$ cat src/rtl/swb_pkg.sv
`timescale 1ns/1ps
package swb_pkg;
    // register offsets (byte addresses)
    localparam logic [7:0] OFF_CMD  = 8'h2C;
    localparam logic [7:0] OFF_WDH  = 8'h30;
    localparam logic [7:0] OFF_WDL  = 8'h34;
    localparam logic [7:0] OFF_RDH  = 8'h38;
    localparam logic [7:0] OFF_RDL  = 8'h3C;
    localparam logic [7:0] OFF_CTRL = 8'h40;
    localparam logic [7:0] OFF_EVT  = 8'h44;

    // command word fields
    localparam int CMD_GO       = 0;
    localparam int CMD_DIR      = 1;
    localparam int CMD_ABORT    = 2;
    localparam int CMD_REG_LSB  = 16;
    localparam int CMD_PAGE_LSB = 24;
    localparam int FIELD_W      = 8;

    // control word fields
    localparam int CTL_IRQ_EN = 1;
    localparam int CTL_REQ    = 3;
    localparam int CTL_GNT    = 4;
    localparam int CTL_INIT   = 6;

    typedef enum logic {
        XS_IDLE,
        XS_WAIT
    } xfer_state_e;
endpackage

$ cat src/rtl/swb_owner.sv
`timescale 1ns/1ps
module swb_owner (
    input  logic clk,
    input  logic rst_n,
    input  logic req_i,
    input  logic idle_i,
    output logic grant_o
);
    always_ff @(posedge clk or negedge rst_n) begin
        if (!rst_n) begin
            grant_o <= 1'b0;
        end else begin
            grant_o <= req_i && (grant_o || idle_i);
        end
    end
endmodule

$ cat src/rtl/swb_xfer_fsm.sv
`timescale 1ns/1ps
module swb_xfer_fsm #(
    parameter int FW = 8
) (
    input  logic          clk,
    input  logic          rst_n,
    input  logic          start_i,
    input  logic          abort_i,
    input  logic          ack_i,
    input  logic [FW-1:0] page_i,
    input  logic [FW-1:0] reg_i,
    input  logic          dir_i,
    output logic          busy_o,
    output logic          rd_load_o,
    output logic [FW-1:0] page_o,
    output logic [FW-1:0] reg_o,
    output logic          dir_o
);
    import swb_pkg::*;

    xfer_state_e state_q, state_d;
    logic        launch;

    // state register
    always_ff @(posedge clk or negedge rst_n) begin
        if (!rst_n) begin
            state_q <= XS_IDLE;
        end else begin
            state_q <= state_d;
        end
    end

    // transitions
    always_comb begin
        state_d = state_q;
        launch  = 1'b0;
        unique case (state_q)
            XS_IDLE: begin
                if (start_i && !abort_i) begin
                    state_d = XS_WAIT;   // LAUNCH
                    launch  = 1'b1;
                end
            end
            XS_WAIT: begin
                if (abort_i) begin
                    state_d = XS_IDLE;   // ABORT
                end else if (ack_i) begin
                    state_d = XS_IDLE;   // COMPLETE
                end
            end
        endcase
    end

    // command fields, captured only on LAUNCH
    always_ff @(posedge clk or negedge rst_n) begin
        if (!rst_n) begin
            page_o <= '0;
            reg_o  <= '0;
            dir_o  <= 1'b0;
        end else if (launch) begin
            page_o <= page_i;
            reg_o  <= reg_i;
            dir_o  <= dir_i;
        end
    end

    // outputs
    always_comb begin
        busy_o    = (state_q == XS_WAIT);
        rd_load_o = (state_q == XS_WAIT) && ack_i && !abort_i && !dir_o;
    end
endmodule

$ cat src/rtl/swb_evt_capture.sv
`timescale 1ns/1ps
module swb_evt_capture #(
    parameter int EVT_W = 13
) (
    input  logic             clk,
    input  logic             rst_n,
    input  logic [EVT_W-1:0] pulse_i,
    input  logic             clr_en_i,
    input  logic [EVT_W-1:0] clr_mask_i,
    output logic [EVT_W-1:0] flags_o
);
    for (genvar i = 0; i < EVT_W; i++) begin : g_bit
        always_ff @(posedge clk or negedge rst_n) begin
            if (!rst_n) begin
                flags_o[i] <= 1'b0;
            end else begin
                // a new pulse outranks a clear in the same cycle
                flags_o[i] <= pulse_i[i] || (flags_o[i] && !(clr_en_i && clr_mask_i[i]));
            end
        end
    end
endmodule

$ cat src/rtl/swb_bridge.sv
`timescale 1ns/1ps
module swb_bridge #(
    parameter int ADDR_W = 8,
    parameter int HOST_W = 32,
    parameter int EVT_W  = 13
) (
    input  logic                clk,
    input  logic                rst_n,
    input  logic [ADDR_W-1:0]   host_addr,
    input  logic                host_wr,
    input  logic [HOST_W-1:0]   host_wdata,
    output logic [HOST_W-1:0]   host_rdata,
    input  logic                sw_init_done,
    output logic                sw_req,
    output logic [7:0]          sw_page,
    output logic [7:0]          sw_reg,
    output logic                sw_write,
    output logic [2*HOST_W-1:0] sw_wdata,
    input  logic                sw_ack,
    input  logic [2*HOST_W-1:0] sw_rdata,
    input  logic [EVT_W-1:0]    evt_in,
    output logic                host_irq
);
    import swb_pkg::*;

    localparam int SW_W = 2 * HOST_W;

    logic              we_cmd, we_wdh, we_wdl, we_ctrl, we_evt;
    logic              abort_cmd, start_cmd;
    logic              grant_w, busy_w, rd_load_w;
    logic              irq_en_q, req_q;
    logic [HOST_W-1:0] wdh_q, wdl_q, rdh_q, rdl_q;
    logic [EVT_W-1:0]  evt_flags;

    // write decode
    always_comb begin
        we_cmd    = host_wr && (host_addr == ADDR_W'(OFF_CMD));
        we_wdh    = host_wr && (host_addr == ADDR_W'(OFF_WDH));
        we_wdl    = host_wr && (host_addr == ADDR_W'(OFF_WDL));
        we_ctrl   = host_wr && (host_addr == ADDR_W'(OFF_CTRL));
        we_evt    = host_wr && (host_addr == ADDR_W'(OFF_EVT));
        abort_cmd = we_cmd && host_wdata[CMD_ABORT];
        start_cmd = we_cmd && host_wdata[CMD_GO] && grant_w;
    end

    swb_owner u_owner (
        .clk     (clk),
        .rst_n   (rst_n),
        .req_i   (req_q),
        .idle_i  (!busy_w),
        .grant_o (grant_w)
    );

    swb_xfer_fsm #(.FW(FIELD_W)) u_fsm (
        .clk       (clk),
        .rst_n     (rst_n),
        .start_i   (start_cmd),
        .abort_i   (abort_cmd),
        .ack_i     (sw_ack),
        .page_i    (host_wdata[CMD_PAGE_LSB +: FIELD_W]),
        .reg_i     (host_wdata[CMD_REG_LSB +: FIELD_W]),
        .dir_i     (host_wdata[CMD_DIR]),
        .busy_o    (busy_w),
        .rd_load_o (rd_load_w),
        .page_o    (sw_page),
        .reg_o     (sw_reg),
        .dir_o     (sw_write)
    );

    swb_evt_capture #(.EVT_W(EVT_W)) u_evt (
        .clk        (clk),
        .rst_n      (rst_n),
        .pulse_i    (evt_in),
        .clr_en_i   (we_evt),
        .clr_mask_i (host_wdata[EVT_W-1:0]),
        .flags_o    (evt_flags)
    );

    // host-owned words
    always_ff @(posedge clk or negedge rst_n) begin
        if (!rst_n) begin
            irq_en_q <= 1'b0;
            req_q    <= 1'b0;
            wdh_q    <= '0;
            wdl_q    <= '0;
        end else begin
            if (we_ctrl) begin
                irq_en_q <= host_wdata[CTL_IRQ_EN];
                req_q    <= host_wdata[CTL_REQ];
            end
            if (we_wdh) wdh_q <= host_wdata;
            if (we_wdl) wdl_q <= host_wdata;
        end
    end

    // read words, loaded together on read completion
    always_ff @(posedge clk or negedge rst_n) begin
        if (!rst_n) begin
            rdh_q <= '0;
            rdl_q <= '0;
        end else if (rd_load_w) begin
            rdh_q <= sw_rdata[SW_W-1:HOST_W];
            rdl_q <= sw_rdata[HOST_W-1:0];
        end
    end

    // read mux
    always_comb begin
        host_rdata = '0;
        if (host_addr == ADDR_W'(OFF_CMD)) begin
            host_rdata[CMD_PAGE_LSB +: FIELD_W] = sw_page;
            host_rdata[CMD_REG_LSB +: FIELD_W]  = sw_reg;
            host_rdata[CMD_DIR]                 = sw_write;
            host_rdata[CMD_GO]                  = busy_w;
        end else if (host_addr == ADDR_W'(OFF_WDH)) begin
            host_rdata = wdh_q;
        end else if (host_addr == ADDR_W'(OFF_WDL)) begin
            host_rdata = wdl_q;
        end else if (host_addr == ADDR_W'(OFF_RDH)) begin
            host_rdata = rdh_q;
        end else if (host_addr == ADDR_W'(OFF_RDL)) begin
            host_rdata = rdl_q;
        end else if (host_addr == ADDR_W'(OFF_CTRL)) begin
            host_rdata[CTL_IRQ_EN] = irq_en_q;
            host_rdata[CTL_REQ]    = req_q;
            host_rdata[CTL_GNT]    = grant_w;
            host_rdata[CTL_INIT]   = sw_init_done;
        end else if (host_addr == ADDR_W'(OFF_EVT)) begin
            host_rdata[EVT_W-1:0] = evt_flags;
        end
    end

    always_comb begin
        sw_req   = busy_w;
        sw_wdata = {wdh_q, wdl_q};
        host_irq = irq_en_q && (|evt_flags);
    end
endmodule

$ cat config.mk
export PLATFORM = sky130hd
export DESIGN_NAME = swb_bridge
export DESIGN_NICKNAME = d
export VERILOG_FILES = /design/src/rtl/swb_pkg.sv /design/src/rtl/swb_owner.sv /design/src/rtl/swb_xfer_fsm.sv /design/src/rtl/swb_evt_capture.sv /design/src/rtl/swb_bridge.sv
export SDC_FILE = /design/constraint.sdc
export NUM_CORES = 1
export LEC_CHECK = 0
export ABC_AREA = 1
export CORE_MARGIN = 1
export CORE_UTILIZATION = 45
export CTS_CLUSTER_DIAMETER = 150
export CTS_CLUSTER_SIZE = 14
export DETAILED_ROUTE_END_ITERATION = 16
export HOLD_SLACK_MARGIN = 0.02
export MAX_ROUTING_LAYER = met4
export PLACE_DENSITY = 0.78
export SYNTH_ARGS = -nofsm -noshare
export SYNTH_HDL_FRONTEND = slang
export SYNTH_HIERARCHICAL = 1
export SYNTH_SLANG_ARGS = --single-unit
$ cat constraint.sdc
create_clock -name clk -period 1.85 [get_ports clk]
set_input_delay 0.37 -clock clk [delete_from_list [all_inputs] [get_ports clk]]
set_output_delay 0.37 -clock clk [all_outputs]
set_load 0.005 [all_outputs]
==> results.toml, run 1 <==
[floorplanning]
start_util = 0.462
fp.dieArea_um2 = 17500
rows = 47
dieHeight_um = 132
die_w_um = 132
core_area_um2 = 16600
io_pins = 237

[timing]
max_freq_mhz = 469
fin_crit_sh = 1.15
relSlewSlack = 0.653
tightest_slew_ns = 0.520
rsz0062_at_grt = "true"
setup_violations = 44
finalSetupTns_ns = -7.10
worst_slack_ns = -0.282
hold_viol_final = 0
fin_crit_ns = 2.13
fin_worst_skew_ns = 0.0114
finalMaxSlewViolations = 0

[yosys]
ys_types = 26
synth_warnings = 6
ys.flop_type = "dfrtp_1"
postSynthAreaPerCell_um2 = 8.47
syn_nets = 1026
synth-seq-area-share = 0.529
syn_inst = 904
synth_edf_count = 0
syn_area_um2 = 7660
async_flop_share = 1.00
ys_seq_elements = 162

[setup_path]
cp.arrival_ns = 1.76
critical_path.startpoint = "host_addr[7]"
cp_slowest_cell = "o22ai_4"
criticalPathCategory = "input pin to output pin"
cp-end-kind = "output pin"
crit_chain = "buf_6 > inv_4 > nand2_4 > nor2_4 > buf_8 > buf_12 > nand2_8 > buf_16 > o22ai_4 > buf_6 > nor2_2 > nor2_1 > buf_2"
reg2reg_to = "rdl_q[25]"
cp-start-kind = "input pin"
crit_top_cell = "buf_6"
crit_path_max_fanout = 8
worstSetupEndpoint = "host_rdata[15]"
reg2reg_depth = 4
rr_startpoint = "u_fsm/busy_o"
required_ns = 1.48
slowest_delay_ns = 0.18
reg2reg_setup_slack_ns = 0.29

[clocking]
clock-sinks = 162
cts_made_buffers = 17
cts_tree = "done"
clk_path_buf_depth = 2
cts_root_buffer = "clkbuf_16"
clk_pin_slew_ns = 0.07
h-tree-depth = 4
clk_latency_ns = 0.44

[cells_and_area]
drive_gt1_frac = 0.309
fin_nets = 1351
stdcell_area_um2 = 12900
layout.cells.non_filler = 1462
syn_to_final_growth_pct = 68.7
n_antenna_cell = 0

[power]
ir_worst_vdd_uv = 644
switching_share = 0.237
p_leak_nw = 6.25
p_per_area_nw_per_um2 = 653
p_int_mw = 6.44
p_seq_frac = 0.441
power_frac_comb = 0.107
clkPwrFrac = 0.452
switchingPower_mw = 2.00

[drt]
first_iter_violations = 743
antenna_left = 0
drtPass1Iterations = 6
vias = 8234
avgViaCountPerCell = 5.63
avgRoutedWirePerCell_um = 21.5
routed_wirelength_um = 31400
drc = 0

[global_route]
first_global_vias = 8287
grt_first_pass_wirelength_um = 45300
grt_usage = 0.352
grt-ovfl-total = 0
antenna_found_initial = 0
grt_max_degree = 55

[placed_design]
placed_cells = 1386
portBuffers = 236
dpl_cell_area_um2 = 10700
place_congestion = 1.02
hpwl_um = 18600

[status]
outcome = "complete, but fails checks"
violations = "setup timing"

[flow_run]
max-cap-violations = 0

[hold_path]
holdCritPathClass = "input pin to asynchronous set/reset pin"
[registers in the layout, summed over array words and instances, names as in the netlist]
register,flops
u_fsm/dir_o,1
rdl_q,32
u_fsm/reg_o,8
u_owner/grant_o,1
req_q,1
wdl_q,32
rdh_q,32
u_fsm/page_o,8
irq_en_q,1
wdh_q,32
u_evt/flags_o,13
u_fsm/busy_o,1
[critical path, delay by kind of cell]
family | cells | cell delay (ns)
buffers and inverters | 7 | 0.86
AND/OR/NAND/NOR | 5 | 0.36
AO/OA/AOI/OAI | 1 | 0.18
[worst min-delay path by stage]
stage	endpoint	slack [ns]	cells past startpoint
2_1_floorplan	irq_en_q	0.07	0
6_report	rdl_q[9]	0.46	2
5_1_grt	u_evt/flags_o[12]	0.48	3
3_3_place_gp	rdl_q[3]	0.36	1
3_5_place_dp	rdl_q[3]	0.36	1
4_1_cts	u_evt/flags_o[8]	0.46	3
[through the flow]
step / hold WS, ns / total power [mW] / setup slack [ns] / util
2_1_floorplan: 0.0744 / 3.91 / 0.0129 / -
3_5_place_dp: 0.362 / 4.55 / -0.989 / 0.648
4_1_cts: 0.456 / 8.36 / -0.295 / 0.752
3_3_place_gp: 0.360 / 4.54 / -0.942 / 0.648
6_report: 0.463 / 8.44 / -0.282 / 0.779
5_1_grt: 0.482 / 8.63 / -0.327 / 0.779
[synth_stat cells (all sizes together) (2+ instances only)]
cell	count	share of area
a21oi	28	0.018
buf	34	0.032
clkbuf	15	0.0074
dfrtp	162	0.53
inv	87	0.043
mux2	35	0.051
nand2	268	0.13
nand3	78	0.053
nand4	22	0.018
nor2	56	0.032
nor3	6	0.0039
o21a	16	0.016
o21ai	92	0.060
o22ai	2	0.0016
[timing repair]
item | in CTS | in global routing
resized for setup | 383 | 90
setup buffers | 38 | 7
endpoints found under the setup margin | 115 | 59
hold buffers | 1 | 0
endpoints found under the hold margin | 45 | 0
pin swaps | 64 | 44
cloned | 9 | 2
[metal layers]
layer	share of wire	global-route usage	vias to the layer above
met4	0.056	0.194	0
met2	0.50	0.578	559
met3	0.089	0.0697	143
met1	0.36	0.405	3941
li1	-	-	3591
met5	0	-	-
[cell families after synthesis]
kind of cell           after synthesis  share of synthesized area
DFF                                162                      0.529
AOI/OAI and AO/OA                  140                     0.0975
buffers and inverters              136                     0.0822
muxes                               35                     0.0515
and+or+nand+nor                    431                      0.240
[layout make-up]
type	count	area [um2]
timing repair buffer	355	3750
inverter	87	367
clock buffer	19	443
fill	1042	3660
sequential	162	4060
multi-input combinational	606	3840
tap	220	275
clock inverter	13	183
[cells in the final DEF, fill, tap and decap left out, drive strengths merged]
cell type and count:
a21oi 28, a31oi 1, buf 158, bufinv 4, clkbuf 21, clkdlybuf4s50 194, clkinv 5, clkinvlp 4
dfrtp 162, dlygate4sd3 1, inv 87, mux2 35, nand2 268, nand3 78, nand4 22, nor2 56
nor3 6, nor4 1, o21a 16, o21ai 92, o21bai 1, o22ai 2
[power groups by stage]
| stage | clock (mW) | sequential, mW | combinational (mW) |
|---|---|---|---|
| 4_1_cts | 3.79 | 3.72 | 0.855 |
| 2_1_floorplan | 0 | 3.76 | 0.145 |
| 3_5_place_dp | 0 | 3.77 | 0.778 |
| 3_3_place_gp | 0 | 3.77 | 0.769 |
| 6_report | 3.81 | 3.72 | 0.903 |
| 5_1_grt | 3.94 | 3.73 | 0.956 |
Power figures use the tool's default switching activity.
==> run 2, diff against run 1 <==
--- a/config.mk
+++ b/config.mk
@@ -12,7 +12,6 @@
 export CTS_CLUSTER_SIZE = 14
 export DETAILED_ROUTE_END_ITERATION = 16
 export HOLD_SLACK_MARGIN = 0.02
-export MAX_ROUTING_LAYER = met4
 export PLACE_DENSITY = 0.78
 export SYNTH_ARGS = -nofsm -noshare
 export SYNTH_HDL_FRONTEND = slang
==> results.toml, run 2 (synthesized netlist as in run 1, its figures left out) <==
[status]
outcome = "complete, but fails checks"
violations = "setup timing"

[timing]
rsz0062_at_grt = "true"
whs_ns = 0.475
max_freq_mhz = 472
worst_slack_ns = -0.268
relSlewSlack = 0.624
tightest_slew_ns = 0.563
fin_crit_sh = 1.14
fin_crit_ns = 2.12
hold_viol_final = 0
fin_worst_skew_ns = 0.00406
setup_violations = 38
finalMaxSlewViolations = 0

[setup_path]
cp_slowest_cell = "clkdlybuf4s15_1"
crit_chain = "buf_6 > inv_4 > nand2_8 > nor2_2 > inv_1 > nor2_4 > buf_4 > nand2_2 > nand2_1 > o21bai_1 > nand2_1 > clkdlybuf4s15_1"
path_delay_family = "simple AND/OR/NAND/NOR gates"
crit_path_max_fanout = 5
required_ns = 1.48
path_buf_inv = 5
criticalPathCategory = "input pin to output pin"
crit_top_cell = "nand2_1"
cp.arrival_ns = 1.75
cp-start-kind = "input pin"
slowest_delay_ns = 0.21
cp-end-kind = "output pin"

[power]
switching_share = 0.236
p_seq_frac = 0.451
total_power_mw = 8.26
clkPwrFrac = 0.440
p_per_area_nw_per_um2 = 643
ir_worst_vdd_uv = 635
switchingPower_mw = 1.95
p_leak_nw = 6.28
p_int_mw = 6.31
power_frac_comb = 0.109

[drt]
first_iter_violations = 880
m1WireLength_um = 11700
drc = 0
route.met2.wl_um = 15400
vias = 8292
avgRoutedWirePerCell_um = 21.4
avgViaCountPerCell = 5.64
met3WireLength_um = 2670
dr.max_layer_used = "met4"
drtPass1Iterations = 7
antenna_left = 0
routed_wirelength_um = 31400

[floorplanning]
core_area_um2 = 16600
start_util = 0.462
rows = 47
io_pins = 237
dieHeight_um = 132
die_w_um = 132
fp.dieArea_um2 = 17500

[placed_design]
place_congestion = 0.980
hpwl_um = 18500
dpl_cell_area_um2 = 10800
portBuffers = 236

[global_route]
grt_max_degree = 57
antenna_found_initial = 0
first_global_vias = 7710
grt_usage = 0.320
grt-ovfl-total = 0
grt_first_pass_wirelength_um = 42300

[clocking]
clk_path_buf_depth = 2
cts_root_buffer = "clkbuf_16"
cts_tree = "done"
cts_made_buffers = 17
clk_latency_ns = 0.43
h-tree-depth = 4
clk_pin_slew_ns = 0.07
clock-sinks = 162

[cells_and_area]
final_common_cell = "nand2_1"
n_antenna_cell = 0
drive_gt1_frac = 0.301
syn_to_final_growth_pct = 67.7
fin_nets = 1359
post-route-util = 0.774
stdcell_area_um2 = 12800
final_cell_mix = "234 x nand2_1, 194 x clkdlybuf4s50_1, 162 x dfrtp_1"

[hold_path]
holdCritPathClass = "input pin to flop"

[flow_run]
max-cap-violations = 0
[run 2: cell count changes in the layout (fill, tap and decap cells not counted), sizes merged]
cell,previous run,this run
clkinv,5,4
buf,158,160
clkbuf,21,30
bufinv,4,2
clkdlybuf4s15,0,1
clkinvlp,4,2
[run 2: cell type report]
cell class	instances	area [um2]
Clock buffer	23	498
Clock inverter	8	98.8
Fill cell	1053	3740
Inverter	87	364
Multi-Input combinational cell	606	3710
Sequential cell	162	4050
Tap cell	220	275
Timing Repair Buffer	363	3840
[run 2: worst reg2reg max path, cell delays in order, from the launching register on]
cell and delay (ns):
dfrtp_1 0.46, nor3_4 0.25, buf_12 0.16, buf_6 0.21, mux2_2 0.38
[run 2: stage by stage]
stage | std cells | setup slack, ns | setup TNS, ns
after floorplan | 904 | 0.0129 | 0
after global placement | 1389 | -0.929 | -101.26
after detailed placement | 1389 | -0.988 | -108.74
after CTS | 1440 | -0.263 | -4.48
after global routing | 1469 | -0.303 | -5.98
final | 1469 | -0.268 | -4.51
[run 2: worst paths after layout]
check | startpoint | end | slack [ns] | cells after the start
max | host_addr[0] | host_rdata[14] | -0.27 | 12
min | evt_in[3] | u_evt/flags_o[3] | 0.47 | 3
max reg2reg | u_fsm/dir_o | rdl_q[24] | 0.29 | 4
min reg2reg | u_evt/flags_o[10] | u_evt/flags_o[10] | 0.49 | 2
max in group asynchronous | rst_n | wdh_q[15] | 0.79 | 3
min in group asynchronous | rst_n | rdl_q[3] | 0.49 | 2
[run 2: repair_timing]
action | 4_1_cts | 5_1_grt
gates resized for setup | 344 | 101
pin swaps | 54 | 47
gates cloned | 5 | 9
buffers inserted | 21 | 24
setup endpoints to repair | 115 | 67
endpoints found under the hold margin | 46 | 0
hold buffers | 1 | 0
[run 2: power by group through the flow]
stage	logic, mW	clock network, mW	registers [mW]
6_report	0.900	3.64	3.72
5_1_grt	0.951	3.80	3.73
4_1_cts	0.819	3.61	3.71
3_5_place_dp	0.781	0	3.77
3_3_place_gp	0.774	0	3.77
2_1_floorplan	0.145	0	3.76
[run 2: per-layer routing]
layer / global-route usage / vias to the layer above
met5: 0 / -
met4: 0.151 / 0
met3: 0.0617 / 122
met2: 0.544 / 526
met1: 0.393 / 4039
li1: - / 3605
